$ cat config.mk
export PLATFORM = sky130hd
export DESIGN_NAME = gate_seq_ctrl
export DESIGN_NICKNAME = d
export VERILOG_FILES = /design/src/rtl/gate_seq_pkg.sv /design/src/rtl/gate_seq_refedge.sv /design/src/rtl/gate_seq_timebase.sv /design/src/rtl/gate_seq_holdtmr.sv /design/src/rtl/gate_seq_ctrl.sv
export SDC_FILE = /design/constraint.sdc
export NUM_CORES = 1
export LEC_CHECK = 0
export ABC_AREA = 1
export ABC_CLOCK_PERIOD_IN_PS = 3400
export BUFFER_PORTS_ARGS = -buffer_cell sky130_fd_sc_hd__buf_2
export CORE_MARGIN = 3
export CORE_UTILIZATION = 55
export CTS_BUF_LIST = sky130_fd_sc_hd__clkbuf_4
export CTS_CLUSTER_DIAMETER = 50
export DETAILED_ROUTE_END_ITERATION = 16
export PLACE_DENSITY = 0.74
export SYNTH_ARGS = -nofsm -noshare
export SYNTH_HDL_FRONTEND = slang
export SYNTH_SLANG_ARGS = --single-unit
$ cat constraint.sdc
create_clock -name clk -period 3.4 [get_ports clk]
set_input_delay 0.68 -clock clk [delete_from_list [all_inputs] [get_ports clk]]
set_output_delay 0.68 -clock clk [all_outputs]
set_load 0.01 [all_outputs]
$ cat src/rtl/gate_seq_pkg.sv
package gate_seq_pkg;
    typedef enum logic [2:0] {
        ST_CLEAR,
        ST_WAIT_OPEN,
        ST_PEND_OPEN,
        ST_GATE,
        ST_PEND_CLOSE,
        ST_LATCH,
        ST_HOLD,
        ST_MANUAL
    } seq_state_t;

    typedef logic [3:0] bcd_digit_t;
endpackage

$ cat src/rtl/gate_seq_refedge.sv
module gate_seq_refedge #(
    parameter int SYNC = 2
) (
    input  logic clk,
    input  logic rst,
    input  logic ref_clk,
    output logic tick
);
    logic [SYNC:0] shreg;

    always_ff @(posedge clk) begin
        if (rst) shreg <= '0;
        else     shreg <= {shreg[SYNC-1:0], ref_clk};
    end

    // falling edge of the synchronised reference
    assign tick = shreg[SYNC] & ~shreg[SYNC-1];
endmodule

$ cat src/rtl/gate_seq_timebase.sv
module gate_seq_timebase
    import gate_seq_pkg::*;
#(
    parameter int NDEC = 7,
    parameter int SELW = $clog2(NDEC)
) (
    input  logic            clk,
    input  logic            rst,
    input  logic            load,
    input  logic            step,
    input  logic [SELW-1:0] sel,
    output logic            tap
);
    localparam int MAXSEL = NDEC - 2;

    bcd_digit_t       dig [NDEC];
    logic [NDEC-1:0]  cy;
    logic [SELW-1:0]  sel_eff;
    logic [SELW-1:0]  tidx;

    assign cy[0] = step;

    for (genvar g = 0; g < NDEC; g++) begin : g_dig
        if (g < NDEC - 1) begin : g_cy
            assign cy[g+1] = cy[g] && (dig[g] == 4'd9);
        end
        always_ff @(posedge clk) begin
            if (rst || load)
                dig[g] <= (g == NDEC - 1) ? 4'd0 : 4'd9;
            else if (cy[g])
                dig[g] <= (dig[g] == 4'd9) ? 4'd0 : dig[g] + 4'd1;
        end
    end

    always_comb begin
        sel_eff = (sel > SELW'(MAXSEL)) ? SELW'(MAXSEL) : sel;
        tidx    = sel_eff + SELW'(1);
        tap     = cy[tidx];
    end
endmodule

$ cat src/rtl/gate_seq_holdtmr.sv
module gate_seq_holdtmr #(
    parameter int MS_TICKS = 1000,
    parameter int HW       = 8
) (
    input  logic          clk,
    input  logic          rst,
    input  logic          start,
    input  logic          step,
    input  logic [HW-1:0] hold_cnt,
    output logic          expired
);
    localparam int PW = (MS_TICKS > 1) ? $clog2(MS_TICKS) : 1;

    logic [PW-1:0] sub;
    logic [HW-1:0] units;
    logic          frozen;

    always_ff @(posedge clk) begin
        if (rst || start) begin
            sub   <= '0;
            units <= '0;
        end else if (step) begin
            if (sub == PW'(MS_TICKS - 1)) begin
                sub <= '0;
                if (units != '1) units <= units + HW'(1);
            end else begin
                sub <= sub + PW'(1);
            end
        end
    end

    assign frozen  = (hold_cnt == '1);
    assign expired = !frozen && (units >= hold_cnt);
endmodule

$ cat src/rtl/gate_seq_ctrl.sv
module gate_seq_ctrl
    import gate_seq_pkg::*;
#(
    parameter int NDEC     = 7,
    parameter int SELW     = $clog2(NDEC),
    parameter int MS_TICKS = 1000,
    parameter int HW       = 8,
    parameter int SYNC     = 2
) (
    input  logic            clk,
    input  logic            rst,
    input  logic            ref_clk,
    input  logic            manual,
    input  logic            start,
    input  logic            man_reset,
    input  logic [SELW-1:0] sel,
    input  logic [HW-1:0]   hold_cnt,
    output logic            clear,
    output logic            gate,
    output logic            gate_n,
    output logic            latch
);
    seq_state_t state, nxt;
    logic tick, tap, expired, counting;
    logic man_gate, man_clr;

    gate_seq_refedge #(.SYNC(SYNC)) edge_i (
        .clk(clk), .rst(rst), .ref_clk(ref_clk), .tick(tick)
    );

    assign counting = (state == ST_WAIT_OPEN) || (state == ST_PEND_OPEN) ||
                      (state == ST_GATE)      || (state == ST_PEND_CLOSE);

    gate_seq_timebase #(.NDEC(NDEC), .SELW(SELW)) tb_i (
        .clk(clk), .rst(rst), .load(!counting),
        .step(tick && counting), .sel(sel), .tap(tap)
    );

    gate_seq_holdtmr #(.MS_TICKS(MS_TICKS), .HW(HW)) hold_i (
        .clk(clk), .rst(rst),
        .start(tick && (state == ST_PEND_CLOSE)),
        .step(tick && ((state == ST_LATCH) || (state == ST_HOLD))),
        .hold_cnt(hold_cnt), .expired(expired)
    );

    always_comb begin
        nxt = state;
        if (manual) begin
            nxt = ST_MANUAL;
        end else begin
            unique case (state)
                ST_CLEAR:      if (tick) nxt = ST_WAIT_OPEN;
                ST_WAIT_OPEN:  if (tap)  nxt = ST_PEND_OPEN;
                ST_PEND_OPEN:  if (tick) nxt = ST_GATE;
                ST_GATE:       if (tap)  nxt = ST_PEND_CLOSE;
                ST_PEND_CLOSE: if (tick) nxt = ST_LATCH;
                ST_LATCH:      if (tick) nxt = ST_HOLD;
                ST_HOLD:       if (tick && expired) nxt = ST_CLEAR;
                ST_MANUAL:     nxt = ST_CLEAR;
                default:       nxt = ST_CLEAR;
            endcase
        end
    end

    always_ff @(posedge clk) begin
        if (rst) state <= ST_CLEAR;
        else     state <= nxt;
    end

    always_ff @(posedge clk) begin
        if (rst || (state != ST_MANUAL)) begin
            man_gate <= 1'b0;
            man_clr  <= 1'b0;
        end else if (tick) begin
            man_gate <= start;
            man_clr  <= man_reset;
        end
    end

    always_comb begin
        clear = 1'b0;
        gate  = 1'b0;
        latch = 1'b0;
        unique case (state)
            ST_CLEAR:      clear = 1'b1;
            ST_GATE,
            ST_PEND_CLOSE: gate  = 1'b1;
            ST_LATCH:      latch = 1'b1;
            ST_MANUAL: begin
                latch = 1'b1;
                gate  = man_gate;
                clear = man_clr;
            end
            default: ;
        endcase
        gate_n = ~gate;
    end
endmodule

==> flow_metrics.env, run 1 <==
export IMPL_pwr_share_comb_pct=16.9
export IMPL_hp_start="edge_i.shreg[0]$_SDFF_PP0_"
export IMPL_status="completed"
export IMPL_p_seq_share_pct=59.0
export IMPL_io_pins=21
export IMPL_grt_pass1_wl_mm=9.09
export IMPL_maxCapViolations=0
export IMPL_worstHoldPathType="flip-flop to flip-flop"
export IMPL_startpoint="state[2]$_SDFFE_PP0P_"
export IMPL_setup_viol=0
export IMPL_synth_area_um2=3000
export IMPL_clock_latency_ns=0.35
export IMPL_slew_violations=0
export IMPL_instances_no_fill=469
export IMPL_hold_buffers=0
export IMPL_p_switching_uw=318
export IMPL_cts_buffers=5
export IMPL_drive_gt1_share_pct=14.3
export IMPL_cts_max_level=2
export IMPL_wire_per_inst_um=10.9
export IMPL_p_per_area_nw_per_um2=355
export IMPL_yosysWarnings=0
export IMPL_fin_setup_tns_ns=0
export IMPL_p_leak_nw=1.40
export IMPL_path_max_fanout=8
export IMPL_core_um2=5200
export IMPL_gp_congestion=0.844
export IMPL_ys_seq_elements=50
export IMPL_worstSetupEndpointType="output pin"
export IMPL_rows=26
export IMPL_dp_hpwl_mm=4.08
export IMPL_routed_wirelength_mm=5.10
export IMPL_max_vdd_ir_drop_uv=237
export IMPL_period_needed_ns=2.34
export IMPL_final_common_cell="inv_1"
export IMPL_fin_ws_ns=1.06
export IMPL_clk_pin_slew_ns=0.14
export IMPL_r2r_start="tb_i.dig[0][1]$_SDFFCE_PP0P_"
export IMPL_place_inst=461
export IMPL_grt_max_degree=15
export IMPL_synth_seq_area_share_pct=41.4
export IMPL_via_per_inst=4.99
export IMPL_internal_power_uw=830
export IMPL_root_buffer="clkbuf_4"
export IMPL_start_util_pct=57.6
export IMPL_max_slew_margin_pct=58.3
export IMPL_hold_depth=2
export IMPL_finalHoldViolations=0
export IMPL_grt_overflow_total=0
export IMPL_cts_tree="done"
export IMPL_syn_num_nets=413
export IMPL_dieWidth_um=79.8
export IMPL_design_final_nets=438
export IMPL_routed_via_count=2341
export IMPL_synth_cell_type_count=33
export IMPL_remaining_drc_errors=0
export IMPL_critPathKind="flip-flop to output pin"
export IMPL_antenna_cells=0
export IMPL_fmax_mhz=428
export IMPL_synthCells=373
export IMPL_first_global_vias=2223
export IMPL_cts_resized=0
export IMPL_syn_area_per_cell_um2=8.04
export IMPL_ff2ff_setup_slack_ns=1.18
export IMPL_worstRegToRegCells=8
export IMPL_hold_ws_ns=0.413
export IMPL_p_clk_share_pct=24.1
export IMPL_fin_area_um2=3240
export IMPL_fin_skew_ns=0.0185
export IMPL_required_ns=2.72
export IMPL_cp_start_kind="flip-flop"
export IMPL_die_h_um=79.8
export IMPL_antenna_found_initial=0
export IMPL_numPortBuffers=20
export IMPL_pre_cts_ws_ns=0.928
export IMPL_final_cell_mix="inv_1, nand2_1, nor2_1, o21ai_0, a21oi_1"
export IMPL_rsz0062_at_grt="no"
export IMPL_syn_to_final_growth_pct=7.88
export IMPL_drtAntennaViolNets=0
export IMPL_dieArea_um2=6380
export IMPL_cts_sinks=50
export IMPL_fin_crit_sh_pct=68.7
export IMPL_switching_share_pct=27.7
export IMPL_grt_use_total_pct=17.5
export IMPL_clockBufferDepth=2
export IMPL_crit_arrival_ns=1.66
export IMPL_post_cts_buffers=0
export IMPL_drt_first_pass_iters=4
export IMPL_tightest_slew_ns=0.621
export IMPL_dpl_cell_area_um2=3180
export IMPL_first_iter_violations=107
-- state kept, by name, summed over array words and instances (netlist names) --
signal and flops:
edge_i.shreg 3, hold_i.sub 10, hold_i.units 8, man_clr 1, man_gate 1, state 3, tb_i.dig 24
-- final timing paths --
| kind | endpoint |
|---|---|
| hold reg to reg | edge_i.shreg[1]$_SDFF_PP0_ |
| hold / removal | edge_i.shreg[1]$_SDFF_PP0_ |
| setup / recovery | gate_n |
| setup reg to reg | tb_i.dig[5][1]$_SDFFCE_PP0P_ |
-- cells in the mapped netlist (all sizes together) --
library cell	n	area share [%]
o31ai	1	0.25
o211ai	1	0.25
edfxtp	24	24
o2111ai	1	0.29
buf	1	0.25
a21oi	28	5.0
clkbuf	1	0.13
nand4	8	2.2
nand3	17	3.3
nand2	65	8.7
nor3	12	2.2
or2	1	0.21
nor3b	2	0.67
a32o	1	0.33
dfxtp	26	17
inv	70	8.8
ha	23	9.6
o21ai	33	5.5
xnor2	6	1.8
a31oi	2	0.42
nor4	2	0.42
nor2	44	7.3
xor2	4	1.2
-- cell families (layout without fill, tap and decap cells) --
| group | Yosys count | after routing | synth area share [%] |
|---|---|---|---|
| AND/OR/NAND/NOR | 151 | 151 | 24.9 |
| buffers and inverters | 72 | 98 | 9.14 |
| flip-flops | 50 | 50 | 41.4 |
| XOR/XNOR | 10 | 10 | 2.92 |
| adder cells (fa/ha/maj) | 23 | 23 | 9.60 |
| AO/OA/AOI/OAI | 67 | 67 | 12.1 |
-- cell type report --
class | count | area [µm²]
sequential | 50 | 1240
timing repair buffer | 20 | 100
fill | 454 | 1970
tap | 70 | 87.6
multi-input combinational | 251 | 1480
inverter | 70 | 263
clock buffer | 8 | 60.1
-- power groups by stage --
stage	clock [mW]	combinational (mW)	sequential (mW)
6_report	0.277	0.194	0.677
5_1_grt	0.314	0.222	0.681
4_1_cts	0.290	0.195	0.677
3_5_place_dp	0	0.193	0.691
3_3_place_gp	0	0.190	0.690
2_1_floorplan	0	0.151	0.683
-- routing by layer --
metal	share of wire (%)	track usage (%)
met5	0	0
met3	2.7	3.05
met4	0.94	5.07
met1	49	22.6
met2	47	30.0
-- critical path, stage by stage (launching register included) --
cell	delay, ns
dfxtp_1	0.56
inv_2	0.11
nand2_1	0.09
inv_1	0.06
a21oi_1	0.19
nand2_1	0.11
inv_1	0.06
buf_2	0.12
-- through the flow --
stage               power, mW  util, %
global route             1.22     62.2
global placement        0.880     61.0
floorplan               0.835        -
detailed placement      0.884     61.0
finish                   1.15     62.2
CTS                      1.16     62.2
(Power assumes the default switching activity.)
==> inputs of run 2 (changes only) <==
--- a/config.mk
+++ b/config.mk
@@ -6,7 +6,7 @@
 export NUM_CORES = 1
 export LEC_CHECK = 0
 export ABC_AREA = 1
-export ABC_CLOCK_PERIOD_IN_PS = 3400
+export ABC_CLOCK_PERIOD_IN_PS = 2200
 export BUFFER_PORTS_ARGS = -buffer_cell sky130_fd_sc_hd__buf_2
 export CORE_MARGIN = 3
 export CORE_UTILIZATION = 55
==> constraint.sdc (replaced) <==
create_clock -name clk -period 2.2 [get_ports clk]
set_input_delay 0.44 -clock clk [delete_from_list [all_inputs] [get_ports clk]]
set_output_delay 0.44 -clock clk [all_outputs]
set_load 0.01 [all_outputs]
==> flow_metrics.env, run 2 (synthesized netlist as in run 1, its figures left out) <==
export IMPL_tightest_slew_ns=0.327
export IMPL_cts_resized=0
export IMPL_maxCapViolations=0
export IMPL_largest_register="tb_i.dig"
export IMPL_first_iter_violations=121
export IMPL_finalHoldViolations=0
export IMPL_slew_violations=0
export IMPL_numPortBuffers=20
export IMPL_clk_pin_slew_ns=0.15
export IMPL_dieWidth_um=79.8
export IMPL_core_um2=5200
export IMPL_cp_start_kind="flip-flop"
export IMPL_fin_area_um2=3290
export IMPL_clock_latency_ns=0.36
export IMPL_drtAntennaViolNets=0
export IMPL_status="completed"
export IMPL_p_seq_share_pct=57.9
export IMPL_path_max_fanout=7
export IMPL_root_buffer="clkbuf_4"
export IMPL_fin_setup_tns_ns=0
export IMPL_fin_skew_ns=0.0287
export IMPL_required_ns=1.76
export IMPL_wire_per_inst_um=11.3
export IMPL_grt_pass1_wl_mm=9.49
export IMPL_cts_tree="done"
export IMPL_routed_wirelength_mm=5.37
export IMPL_design_power_total_mw=1.81
export IMPL_design_final_nets=445
export IMPL_max_stage_delay_ns=0.48
export IMPL_instances_no_fill=476
export IMPL_rows=26
export IMPL_drt_first_pass_iters=4
export IMPL_r2r_end="tb_i.dig[5][0]$_SDFFCE_PN1P_"
export IMPL_hold_depth=3
export IMPL_cts_buffers=5
export IMPL_p_leak_nw=1.43
export IMPL_dp_hpwl_mm=4.19
export IMPL_antenna_cells=0
export IMPL_remaining_drc_errors=0
export IMPL_dieArea_um2=6380
export IMPL_hold_ws_ns=0.262
export IMPL_grt_overflow_total=0
export IMPL_grt_max_degree=15
export IMPL_cts_sinks=50
export IMPL_p_per_area_nw_per_um2=549
export IMPL_max_vdd_ir_drop_uv=374
export IMPL_hp_start="ref_clk"
export IMPL_period_needed_ns=2.02
export IMPL_internal_power_mw=1.29
export IMPL_max_slew_margin_pct=78.0
export IMPL_grt_use_total_pct=18.5
export IMPL_place_inst=468
export IMPL_p_clk_share_pct=23.8
export IMPL_post_cts_buffers=0
export IMPL_first_global_vias=2285
export IMPL_slowest_stage="dfxtp_1"
export IMPL_syn_to_final_growth_pct=9.68
export IMPL_min_to="edge_i.shreg[0]$_SDFF_PP0_"
export IMPL_worstRegToRegCells=11
export IMPL_routed_via_count=2359
export IMPL_setup_viol=0
export IMPL_final_cell_mix="inv_1, nand2_1, nor2_1, o21ai_0, a21oi_1"
export IMPL_crit_arrival_ns=1.58
export IMPL_clockBufferDepth=2
export IMPL_start_util_pct=57.6
export IMPL_crit_chain="nor2_1 > nand2_1 > inv_1 > a21oi_1 > nand2_1 > inv_1 > buf_2"
export IMPL_drive_gt1_share_pct=16.0
export IMPL_pre_cts_ws_ns=0.153
export IMPL_io_pins=21
export IMPL_via_per_inst=4.96
export IMPL_fin_crit_sh_pct=91.7
export IMPL_rsz0062_at_grt="no"
export IMPL_gp_congestion=0.849
export IMPL_cts_max_level=2
export IMPL_pwr_share_comb_pct=18.3
export IMPL_fmax_mhz=496
export IMPL_r2r_start="tb_i.dig[0][1]$_SDFFCE_PP0P_"
export IMPL_final_common_cell="inv_1"
export IMPL_worstHoldPathType="input port to flip-flop"
export IMPL_die_h_um=79.8
export IMPL_dpl_cell_area_um2=3230
export IMPL_fin_ws_ns=0.183
export IMPL_ff2ff_setup_slack_ns=0.23
export IMPL_switching_share_pct=28.8
export IMPL_top_regs="tb_i.dig (24), hold_i.sub (10), hold_i.units (8)"
export IMPL_p_switching_uw=520
export IMPL_hold_buffers=0
export IMPL_worstSetupEndpointType="output pin"
export IMPL_postLayoutCoreUtil_pct=63.2
export IMPL_largest_reg_flops=24
export IMPL_critPathKind="flip-flop to output pin"
export IMPL_antenna_found_initial=0
[run 2: changes by cell type in the layout (fill, tap and decap cells not counted)]
cell,change
buf_4,+7
nor2_1,-2
nor2_2,+2
clkbuf_4,-1
clkinv_1,+1
[run 2: worst max-delay path: cells and delay by family (launching register included)]
kind / cells / cell delay [ns]
flip-flops: 1 / 0.48
AND/OR/NAND/NOR: 3 / 0.30
buffers and inverters: 3 / 0.27
AO/OA/AOI/OAI: 1 / 0.18
[run 2: per-layer routing]
metal | global-route usage [%] | vias to the layer above | wire (µm)
met1 | 23.6 | 1038 | 2630
met5 | 0 | - | 0
met4 | 5.57 | 0 | 68
met3 | 3.50 | 6 | 122
li1 | - | 1286 | -
met2 | 31.6 | 29 | 2550
[run 2: cell type report]
type,instances,area [µm²]
fillers,450,1920
multi-input cells,251,1490
flip-flops and latches,50,1240
inverters,70,263
repair buffers,27,153
well taps,70,87.6
clock buffers,7,52.6
clock inverters,1,3.75
[run 2: power by group through the flow]
stage / logic [mW] / clock network (mW) / registers (mW)
final: 0.330 / 0.430 / 1.05
after global routing: 0.380 / 0.472 / 1.05
after floorplan: 0.234 / 0 / 1.06
after global placement: 0.319 / 0 / 1.06
after detailed placement: 0.325 / 0 / 1.07
after CTS: 0.329 / 0.443 / 1.04
[run 2: worst max path at each step]
stage / startpoint / endpoint
floorplan: tb_i.dig[0][1]$_SDFFCE_PP0P_ / tb_i.dig[5][0]$_SDFFCE_PN1P_
global placement: hold_cnt[1] / state[1]$_SDFFE_PP0P_
detailed placement: tb_i.dig[1][1]$_SDFFCE_PP0P_ / tb_i.dig[5][0]$_SDFFCE_PN1P_
CTS: tb_i.dig[1][1]$_SDFFCE_PP0P_ / tb_i.dig[5][0]$_SDFFCE_PN1P_
global route: tb_i.dig[1][1]$_SDFFCE_PP0P_ / tb_i.dig[5][0]$_SDFFCE_PN1P_
finish: state[1]$_SDFFE_PP0P_ / gate_n
